<file path="config.mk">
export PLATFORM = sky130hd
export DESIGN_NAME = uart_tx_pacer
export DESIGN_NICKNAME = d
export VERILOG_FILES = /design/src/rtl/uart_txq_pkg.sv /design/src/rtl/uart_txq_store.sv /design/src/rtl/uart_txq_pacer.sv /design/src/rtl/uart_tx_pacer.sv
export SDC_FILE = /design/constraint.sdc
export NUM_CORES = 1
export LEC_CHECK = 0
export ABC_AREA = 1
export BUFFER_PORTS_ARGS = -buffer_cell sky130_fd_sc_hd__buf_4
export CORE_MARGIN = 3
export CORE_UTILIZATION = 40
export DETAILED_ROUTE_END_ITERATION = 10
export PLACE_DENSITY_LB_ADDON = 0.08
export SETUP_SLACK_MARGIN = 0.05
export SLEW_MARGIN = 40
export SYNTH_ARGS = -nofsm -noshare
export SYNTH_HDL_FRONTEND = slang
export SYNTH_SLANG_ARGS = --single-unit
</file>
<file path="constraint.sdc">
create_clock -name clk_i -period 2.7 [get_ports clk_i]
set_input_delay 0.135 -clock clk_i [delete_from_list [all_inputs] [get_ports clk_i]]
set_output_delay 0.135 -clock clk_i [all_outputs]
set_load 0.005 [all_outputs]
</file>
<file path="src/rtl/uart_txq_pkg.sv">
package uart_txq_pkg;
  localparam int unsigned TXQ_DEPTH = 16;
  localparam int unsigned TXQ_DW    = 8;
  localparam int unsigned TXQ_GAP_W = 8;
endpackage

</file>
<file path="src/rtl/uart_txq_store.sv">
module uart_txq_store #(
  parameter int unsigned DEPTH = 16,
  parameter int unsigned DW    = 8,
  localparam int unsigned CW   = $clog2(DEPTH + 1),
  localparam int unsigned AW   = (DEPTH > 1) ? $clog2(DEPTH) : 1
) (
  input  logic          clk_i,
  input  logic          rst_ni,
  input  logic          clr_i,
  input  logic          push_i,
  input  logic          pop_i,
  input  logic [DW-1:0] wdata_i,
  output logic [DW-1:0] rdata_o,
  output logic [CW-1:0] cnt_o,
  output logic          ovf_o
);
  localparam logic [CW-1:0] FULL = CW'(DEPTH);
  localparam logic [AW-1:0] LAST = AW'(DEPTH - 1);

  logic [DW-1:0] mem_q [DEPTH];
  logic [AW-1:0] wp_q, rp_q;
  logic [CW-1:0] cnt_q;
  logic          ovf_q;
  logic          full, push_ok, pop_ok;

  assign full    = (cnt_q == FULL);
  assign push_ok = push_i && !full && !clr_i;
  assign pop_ok  = pop_i && (cnt_q != '0) && !clr_i;

  always_ff @(posedge clk_i or negedge rst_ni) begin
    if (!rst_ni) begin
      wp_q  <= '0;
      rp_q  <= '0;
      cnt_q <= '0;
      ovf_q <= 1'b0;
    end else if (clr_i) begin
      wp_q  <= '0;
      rp_q  <= '0;
      cnt_q <= '0;
      ovf_q <= 1'b0;
    end else begin
      if (push_ok) wp_q <= (wp_q == LAST) ? '0 : wp_q + 1'b1;
      if (pop_ok)  rp_q <= (rp_q == LAST) ? '0 : rp_q + 1'b1;
      case ({push_ok, pop_ok})
        2'b10:   cnt_q <= cnt_q + 1'b1;
        2'b01:   cnt_q <= cnt_q - 1'b1;
        default: cnt_q <= cnt_q;
      endcase
      ovf_q <= push_i && full;  // write against a full queue is dropped
    end
  end

  always_ff @(posedge clk_i) begin
    if (push_ok) mem_q[wp_q] <= wdata_i;
  end

  assign rdata_o = mem_q[rp_q];
  assign cnt_o   = cnt_q;
  assign ovf_o   = ovf_q;

  p_no_overflow_r3: assert property (@(posedge clk_i) disable iff (!rst_ni)
    cnt_q <= FULL);
  p_full_hold_r3: assert property (@(posedge clk_i) disable iff (!rst_ni)
    (push_i && full && !pop_i && !clr_i) |=> (cnt_q == FULL) && ovf_o);
  p_clear_r8: assert property (@(posedge clk_i) disable iff (!rst_ni)
    clr_i |=> (cnt_q == '0) && !ovf_o);
endmodule

</file>
<file path="src/rtl/uart_txq_pacer.sv">
module uart_txq_pacer #(
  parameter int unsigned GAP_W = 8
) (
  input  logic             clk_i,
  input  logic             rst_ni,
  input  logic             clr_i,
  input  logic             avail_i,
  input  logic             shf_empty_i,
  input  logic             tick_i,
  input  logic [GAP_W-1:0] gap_i,
  output logic             pop_o
);
  logic [GAP_W-1:0] gap_q;
  logic             pend_q;  // load issued, shifter not yet seen busy

  assign pop_o = !clr_i && avail_i && shf_empty_i && !pend_q && (gap_q == '0);

  always_ff @(posedge clk_i or negedge rst_ni) begin
    if (!rst_ni) begin
      gap_q  <= '0;
      pend_q <= 1'b0;
    end else if (clr_i) begin
      gap_q  <= '0;
      pend_q <= 1'b0;
    end else if (pop_o) begin
      gap_q  <= gap_i;
      pend_q <= 1'b1;
    end else begin
      if (tick_i && gap_q != '0) gap_q <= gap_q - 1'b1;
      if (!shf_empty_i)          pend_q <= 1'b0;
    end
  end

  p_one_load_r4: assert property (@(posedge clk_i) disable iff (!rst_ni)
    pop_o |=> !pop_o);
  p_gap_hold_r5: assert property (@(posedge clk_i) disable iff (!rst_ni)
    (pop_o && gap_i != '0 && !clr_i) |=> !pop_o && !clr_i |=> !pop_o);
endmodule

</file>
<file path="src/rtl/uart_tx_pacer.sv">
module uart_tx_pacer
  import uart_txq_pkg::*;
#(
  parameter int unsigned DEPTH = TXQ_DEPTH,
  parameter int unsigned DW    = TXQ_DW,
  parameter int unsigned GAP_W = TXQ_GAP_W,
  localparam int unsigned CW   = $clog2(DEPTH + 1)
) (
  input  logic             clk_i,
  input  logic             rst_ni,
  input  logic             fifo_en_i,
  input  logic             fifo_run_i,
  input  logic             wr_valid_i,
  input  logic [DW-1:0]    wr_data_i,
  input  logic [GAP_W-1:0] gap_i,
  input  logic [CW-1:0]    trig_lvl_i,
  input  logic             baud_tick_i,
  input  logic             shf_empty_i,
  output logic             load_o,
  output logic [DW-1:0]    load_data_o,
  output logic [CW-1:0]    fill_o,
  output logic             irq_o,
  output logic             ovf_o
);
  logic          clr, pop;
  logic [DW-1:0] q_data;
  logic [CW-1:0] cnt;

  // queue held empty outside queued mode or while run is low
  assign clr = !fifo_en_i || !fifo_run_i;

  uart_txq_store #(.DEPTH(DEPTH), .DW(DW)) i_store (
    .clk_i   (clk_i),
    .rst_ni  (rst_ni),
    .clr_i   (clr),
    .push_i  (fifo_en_i && wr_valid_i),
    .pop_i   (pop),
    .wdata_i (wr_data_i),
    .rdata_o (q_data),
    .cnt_o   (cnt),
    .ovf_o   (ovf_o)
  );

  uart_txq_pacer #(.GAP_W(GAP_W)) i_pacer (
    .clk_i       (clk_i),
    .rst_ni      (rst_ni),
    .clr_i       (clr),
    .avail_i     (cnt != '0),
    .shf_empty_i (shf_empty_i),
    .tick_i      (baud_tick_i),
    .gap_i       (gap_i),
    .pop_o       (pop)
  );

  assign load_o      = fifo_en_i ? pop : wr_valid_i;
  assign load_data_o = fifo_en_i ? q_data : wr_data_i;
  assign fill_o      = cnt;
  assign irq_o       = fifo_en_i && (cnt <= trig_lvl_i);

  p_load_needs_data_r4: assert property (@(posedge clk_i) disable iff (!rst_ni)
    (fifo_en_i && load_o) |-> (fill_o != '0) && shf_empty_i && fifo_run_i);
  p_bypass_empty_r9: assert property (@(posedge clk_i) disable iff (!rst_ni)
    !fifo_en_i |=> (fill_o == '0));
endmodule

</file>
Word-level counts from Yosys, hierarchy flattened --
Memories as Yosys holds them, arrays and structs flattened. Index checks and enable logic that the tools add are counted.
Operators by class: shift-type cells 0, equality and inequality tests 6, multiplexer cells 19, div/mod/pow operators 0, reductions and logical operators 25, $mul 0, add/sub/neg operators 5, bitwise gates (word level) 0, order comparisons 1
Operator list (number):
- $mux 8 | 4
- $mux 4 | 6
- $logic_and 1x1->1 | 12
- $pmux 5 s2 | 1
- $add 4x1->4 const B | 2
- $eq 4x4->1 const B | 2
- $logic_not 8->1 | 1
- $reduce_bool 8->1 | 1
- $sub 8x1->8 const B | 1
- $mux 1 | 7
- $reduce_bool 3->1 | 2
- $add 5x1->5 const B | 1
- $eq 5x5->1 const B | 1
- $le 5x5->1 | 1
- $logic_not 1->1 | 5
- $mux 5 | 1
- $reduce_bool 5->1 | 1
- $sub 5x1->5 const B | 1
- $reduce_bool 2->1 | 2
- $ne 3x1->1 const B | 1
- $eq 2x1->1 const B | 1
- $eq 2x2->1 const B | 1
- $logic_or 1x1->1 | 1
Storage, ports and cells: memory bits (writable) 128, output and inout port bits 16, latch bits 0, bits in read-only memories 0, logic and storage cells 63, memories kept 1, bits in registers 23
Memories:
- i_store.mem_q | words 16, bits a word 8, read ports 1, clocked after Yosys merged registers in 0, write ports 1, line uart_txq_store.sv:20 | logic [DW-1:0] mem_q [DEPTH];

Depth between registers and ports, before layout --
word-level depth 12, depth in mapped cells 16, mapped depth without buffers 16

By module --
Synthesis repeated with hierarchy kept, for this count alone.
Unflattened totals: cells, all modules 657, area total of the unflattened synthesis 6922.9 um^2
By module, submodules not included:
- uart_txq_store | instances 1, cells an instance 503, area each 5973.2 um^2
- uart_txq_pacer | instances 1, cells an instance 95, area each 651.9 um^2
- uart_tx_pacer | instances 1, cells an instance 59, area each 297.8 um^2

Worst setup path before layout --
Ideal clock, no wire load.
path kind register to register, start point reg i_pacer.gap_q[0], end point reg i_store.cnt_q[4], in the netlist i_store.cnt_o[4], buffers on the path 0, cell stages (with the launch flop) 14, arrival time 1.812 ns, required time 2.583 ns, path slack 0.771 ns, path through dfrtp_1 > inv_1 > ha_1 > nand3_1 > nor2_4 > nand3_4 > nor2_8 > ha_1 > nand3_1 > nand2_1 > inv_1 > nand3_1 > nand3_1 > nand2_1
On the way: longest elaborated chain between the ends 7
RTL lines:
- start: declaration | line uart_txq_pacer.sv:13 | logic [GAP_W-1:0] gap_q;
- start signal: assignment | line uart_txq_pacer.sv:26 | gap_q <= gap_i;
- start signal: assignment | line uart_txq_pacer.sv:29 | if (tick_i && gap_q != '0) gap_q <= gap_q - 1'b1;
- $logic_not 8->1 * | line uart_txq_pacer.sv:16 | assign pop_o = !clr_i && avail_i && shf_empty_i && !pend_q && (gap_q == '0);
- $logic_and 1x1->1 * | line uart_txq_pacer.sv:16
- $logic_and 1x1->1 * (2 in a row) | line uart_txq_store.sv:28 | assign pop_ok = pop_i && (cnt_q != '0) && !clr_i;
- $eq 2x1->1 / $eq 2x2->1 (equally long branches) | line uart_txq_store.sv:44 | case ({push_ok, pop_ok})
- $pmux 5 s2 | line uart_txq_store.sv:44
- $mux 5 | line uart_txq_store.sv:36 | end else if (clr_i) begin
- end signal: assignment | line uart_txq_store.sv:45 | 2'b10: cnt_q <= cnt_q + 1'b1;
- end signal: assignment | line uart_txq_store.sv:46 | 2'b01: cnt_q <= cnt_q - 1'b1;
- end signal: assignment | line uart_txq_store.sv:47 | default: cnt_q <= cnt_q;
- end: declaration | line uart_txq_store.sv:22 | logic [CW-1:0] cnt_q;
Mark *: on every way between the ends. The rest lies on a longest branch, timed or not. A chain may end at the register's enable or synchronous reset.

Worst setup path in the final report --
start point reg i_store.rp_q[1], end point out load_data_o[5]
On the way: longest elaborated chain between the ends 2
RTL lines:
- start: declaration | line uart_txq_store.sv:21 | logic [AW-1:0] wp_q, rp_q;
- start signal: assignment | line uart_txq_store.sv:43 | if (pop_ok) rp_q <= (rp_q == LAST) ? '0 : rp_q + 1'b1;
- $mem_v2 16x8
- $mux 8 | line uart_tx_pacer.sv:56 | assign load_data_o = fifo_en_i ? q_data : wr_data_i;
- end: declaration | line uart_tx_pacer.sv:20 | output logic [DW-1:0] load_data_o,
Every way passes these cells.

==> results_dict.tcl <==
set metrics [dict create \
    status "complete, no violations" \
    nets 719 \
    placementRows 46 \
    power.share.switching_pct 22.1 \
    drc_errors 0 \
    hold_path.class "in -> reg" \
    fin_crit_ps 2420 \
    hold_path_depth 3 \
    syn_nets 658 \
    rsz0062_at_grt "no" \
    ios 44 \
    die_x_um 136 \
    grt_pass1_vias 4757 \
    ys_ff_latch 151 \
    power.density_nw_per_um2 635 \
    finalSetupViolations 0 \
    placed_cells 872 \
    drtAntennaViolNets 0 \
    reg2regPathDepth 15 \
    finClkSkew_ps 7.22 \
    cts.path.max_buffers 2 \
    multiInputGateArea_um2 2070 \
    crit_arrival_ps 2280 \
    dieArea_um2 18500 \
    grt_overflow 0 \
    num_antenna_cells 0 \
    cts_max_level 4 \
    synth_cell_types 38 \
    power.switching_w 0.00112 \
    seqPwrFrac_pct 51.1 \
    port_buffers 43 \
    core_um2 16200 \
    first_pass_iters 5 \
    irDropWorstVdd_mv 0.424 \
    critPathRequiredTime_ps 2570 \
    gp_congestion 0.890 \
    min_from "gap_i[5]" \
    clk_latency_ps 410 \
    synth_top_area_share_pct 56.8 \
    drv_cap 0 \
    yosys-top-cells-area "edfxtp_1, dfrtp_1, o21ai_0" \
    clock.fmax_ghz 0.413 \
    place_area_um2 7440 \
    clock_sinks 151 \
    hold_end "i_pacer.gap_q[5]" \
    p_total_w 0.00507 \
    r2r-end "i_store.cnt_o[4]" \
    cts_tree "done" \
    yosysSeqAreaShare_pct 65.3 \
    post_layout_nonfiller_instances 906 \
    path_max_fanout 19 \
    crit_path_start_kind "flop" \
    worstSetupPathType "reg -> out" \
    dieHeight_um 136 \
    maxSlewViolCount 0 \
    start_util_pct 41.7 \
    clockRootBuffer "clkbuf_16" \
    synthCells 616 \
    p_clk_share_pct 41.8 \
    netlist.top_cell.by_area "edfxtp_1" \
    rrSetupSlack_ps 590 \
    syn2layout_area_growth_pct 18.0 \
    tightest_slew_ps 495 \
    antenna_found_initial 0 \
    synth.avg_cell_area_um2 11.0 \
    drt-vias-per-instance 5.38 \
    grt_start_max_net_pins 69 \
    design_area_um2 7980 \
    max_slew_margin_pct 67.0 \
    via_count 4875 \
    fin_crit_sh_pct 89.6 \
    drive_gt1_share_pct 16.2 \
    path_clk_slew_ps 60 \
    cts_buffers 17 \
    fillers 1518 \
    finalHoldViolations 0 \
    power_frac_comb_pct 7.1 \
    p_leak_nw 3.07 \
    totalWireLength_um 17100 \
    syn_area_um2 6760 \
    drtIter0Drc 318 \
    seq_area_um2 4420 \
    place_hpwl_um 10900 \
    wl_per_cell_um 18.8 \
    ys_warn_count 0 \
    finalSetupTns_ps 0 \
    endpoint_kind "output port" \
    grt_pass1_wl_um 26700 \
    reg2reg_from "i_pacer.gap_q[0]" \
    p_int_w 0.00395 \
    grt_use_total_pct 19.3 \
]
==> worst max-delay path, stage by stage, from the launching register on <==
cell	delay [ps]
dfrtp_1	590
buf_4	340
o21ai_0	130
o22ai_1	330
nor2_1	80
o22ai_1	130
nand2_1	70
nand2_1	90
buf_4	120
==> state kept, by name, summed over array words and instances, names as in the netlist <==
signal / flops
i_store.mem_q: 128
i_store.wp_q: 4
i_store.ovf_o: 1
i_store.cnt_o: 5
i_pacer.gap_q: 8
i_pacer.pend_q: 1
i_store.rp_q: 4
==> cells by family after synthesis <==
| group | share of synthesized area (%) |
|---|---|
| AND/OR/NAND/NOR | 14.3 |
| adder cells (fa/ha/maj) | 2.59 |
| flip-flops | 65.3 |
| buffers and inverters | 4.01 |
| AO/OA/AOI/OAI | 12.8 |
| XOR/XNOR | 1.04 |
==> cells in the final DEF (no fill, tap or decap), drive strengths merged, types with 2 or more instances in the layout <==
cell,netlist,layout
o31ai,2,2
xor2,6,6
buf,9,67
nand2,83,83
nor2,106,106
clkinv,1,3
nand4,2,2
clkbuf,18,28
a21oi,5,5
o22ai,43,43
dfrtp,23,23
nor3,6,6
xnor2,2,2
inv,38,39
o21ai,101,101
ha,14,14
edfxtp,128,128
nand3,20,20
dlygate4sd3,0,2
==> power by group through the flow <==
stage | combinational, W | clock (W) | sequential [W]
final | 0.000361 | 0.00212 | 0.00259
after global routing | 0.000406 | 0.00228 | 0.00259
after global placement | 0.000355 | 0 | 0.00264
after detailed placement | 0.000363 | 0 | 0.00264
after CTS | 0.000366 | 0.00216 | 0.00259
after floorplan | 0.000215 | 0 | 0.00263
==> through the flow <==
step | worst slack [ps] | utilization, % | hold slack, ps
2_1_floorplan | 771 | - | -161
3_3_place_gp | 637 | 45.8 | 57.7
3_5_place_dp | 576 | 45.8 | 63.2
4_1_cts | 224 | 49.2 | 10.4
5_1_grt | 68.0 | 49.2 | 26.5
6_report | 281 | 49.2 | 36.9
==> timing repair <==
action	in CTS	in global routing
buffers inserted	0	0
setup endpoints to repair	0	1
gates resized for setup	0	1
hold endpoints to repair	24	0
hold buffers	2	0
==> cell usage after synthesis (all sizes together) <==
library cell  number
edfxtp           128
nor2             106
o21ai            101
nand2             83
o22ai             43
inv               38
dfrtp             23
nand3             20
clkbuf            18
ha                14
buf                9
nor3               6
xor2               6
a21oi              5
nand4              2
o31ai              2
xnor2              2
a22oi              1
and2               1
clkinv             1
nor3b              1
nor4               1
o211ai             1
o21a               1
o221ai             1
o22a               1
o32ai              1
==> final cells by class <==
type                            instances  area share, %
Clock inverter                          4          0.298
Clock buffer                           28           6.24
Sequential cell                       151           55.4
Multi-Input combinational cell        399           26.0
Inverter                               39           1.83
Tap cell                              216           3.39
Timing Repair Buffer                   69           6.91
==> worst max-delay path by stage <==
stage	startpoint	to	slack, ps	depth (start not counted)
CTS	i_store.rp_q[1]	load_data_o[5]	220	9
finish	i_store.rp_q[1]	load_data_o[5]	280	8
global route	i_store.rp_q[1]	load_data_o[7]	70	9
detailed placement	i_pacer.gap_q[0]	i_store.cnt_o[4]	580	13
global placement	i_pacer.gap_q[0]	i_store.cnt_o[4]	640	15
floorplan	i_pacer.gap_q[0]	i_store.cnt_o[4]	770	13
==> metal layers <==
metal	vias up	share of wire, %	track usage (%)
met2	116	49	32.1
met5	-	0	0
li1	2306	-	-
met1	2445	46	25.8
met3	8	4.5	4.52
met4	0	0.70	4.59
No activity file was read; power rests on OpenSTA's default activity.
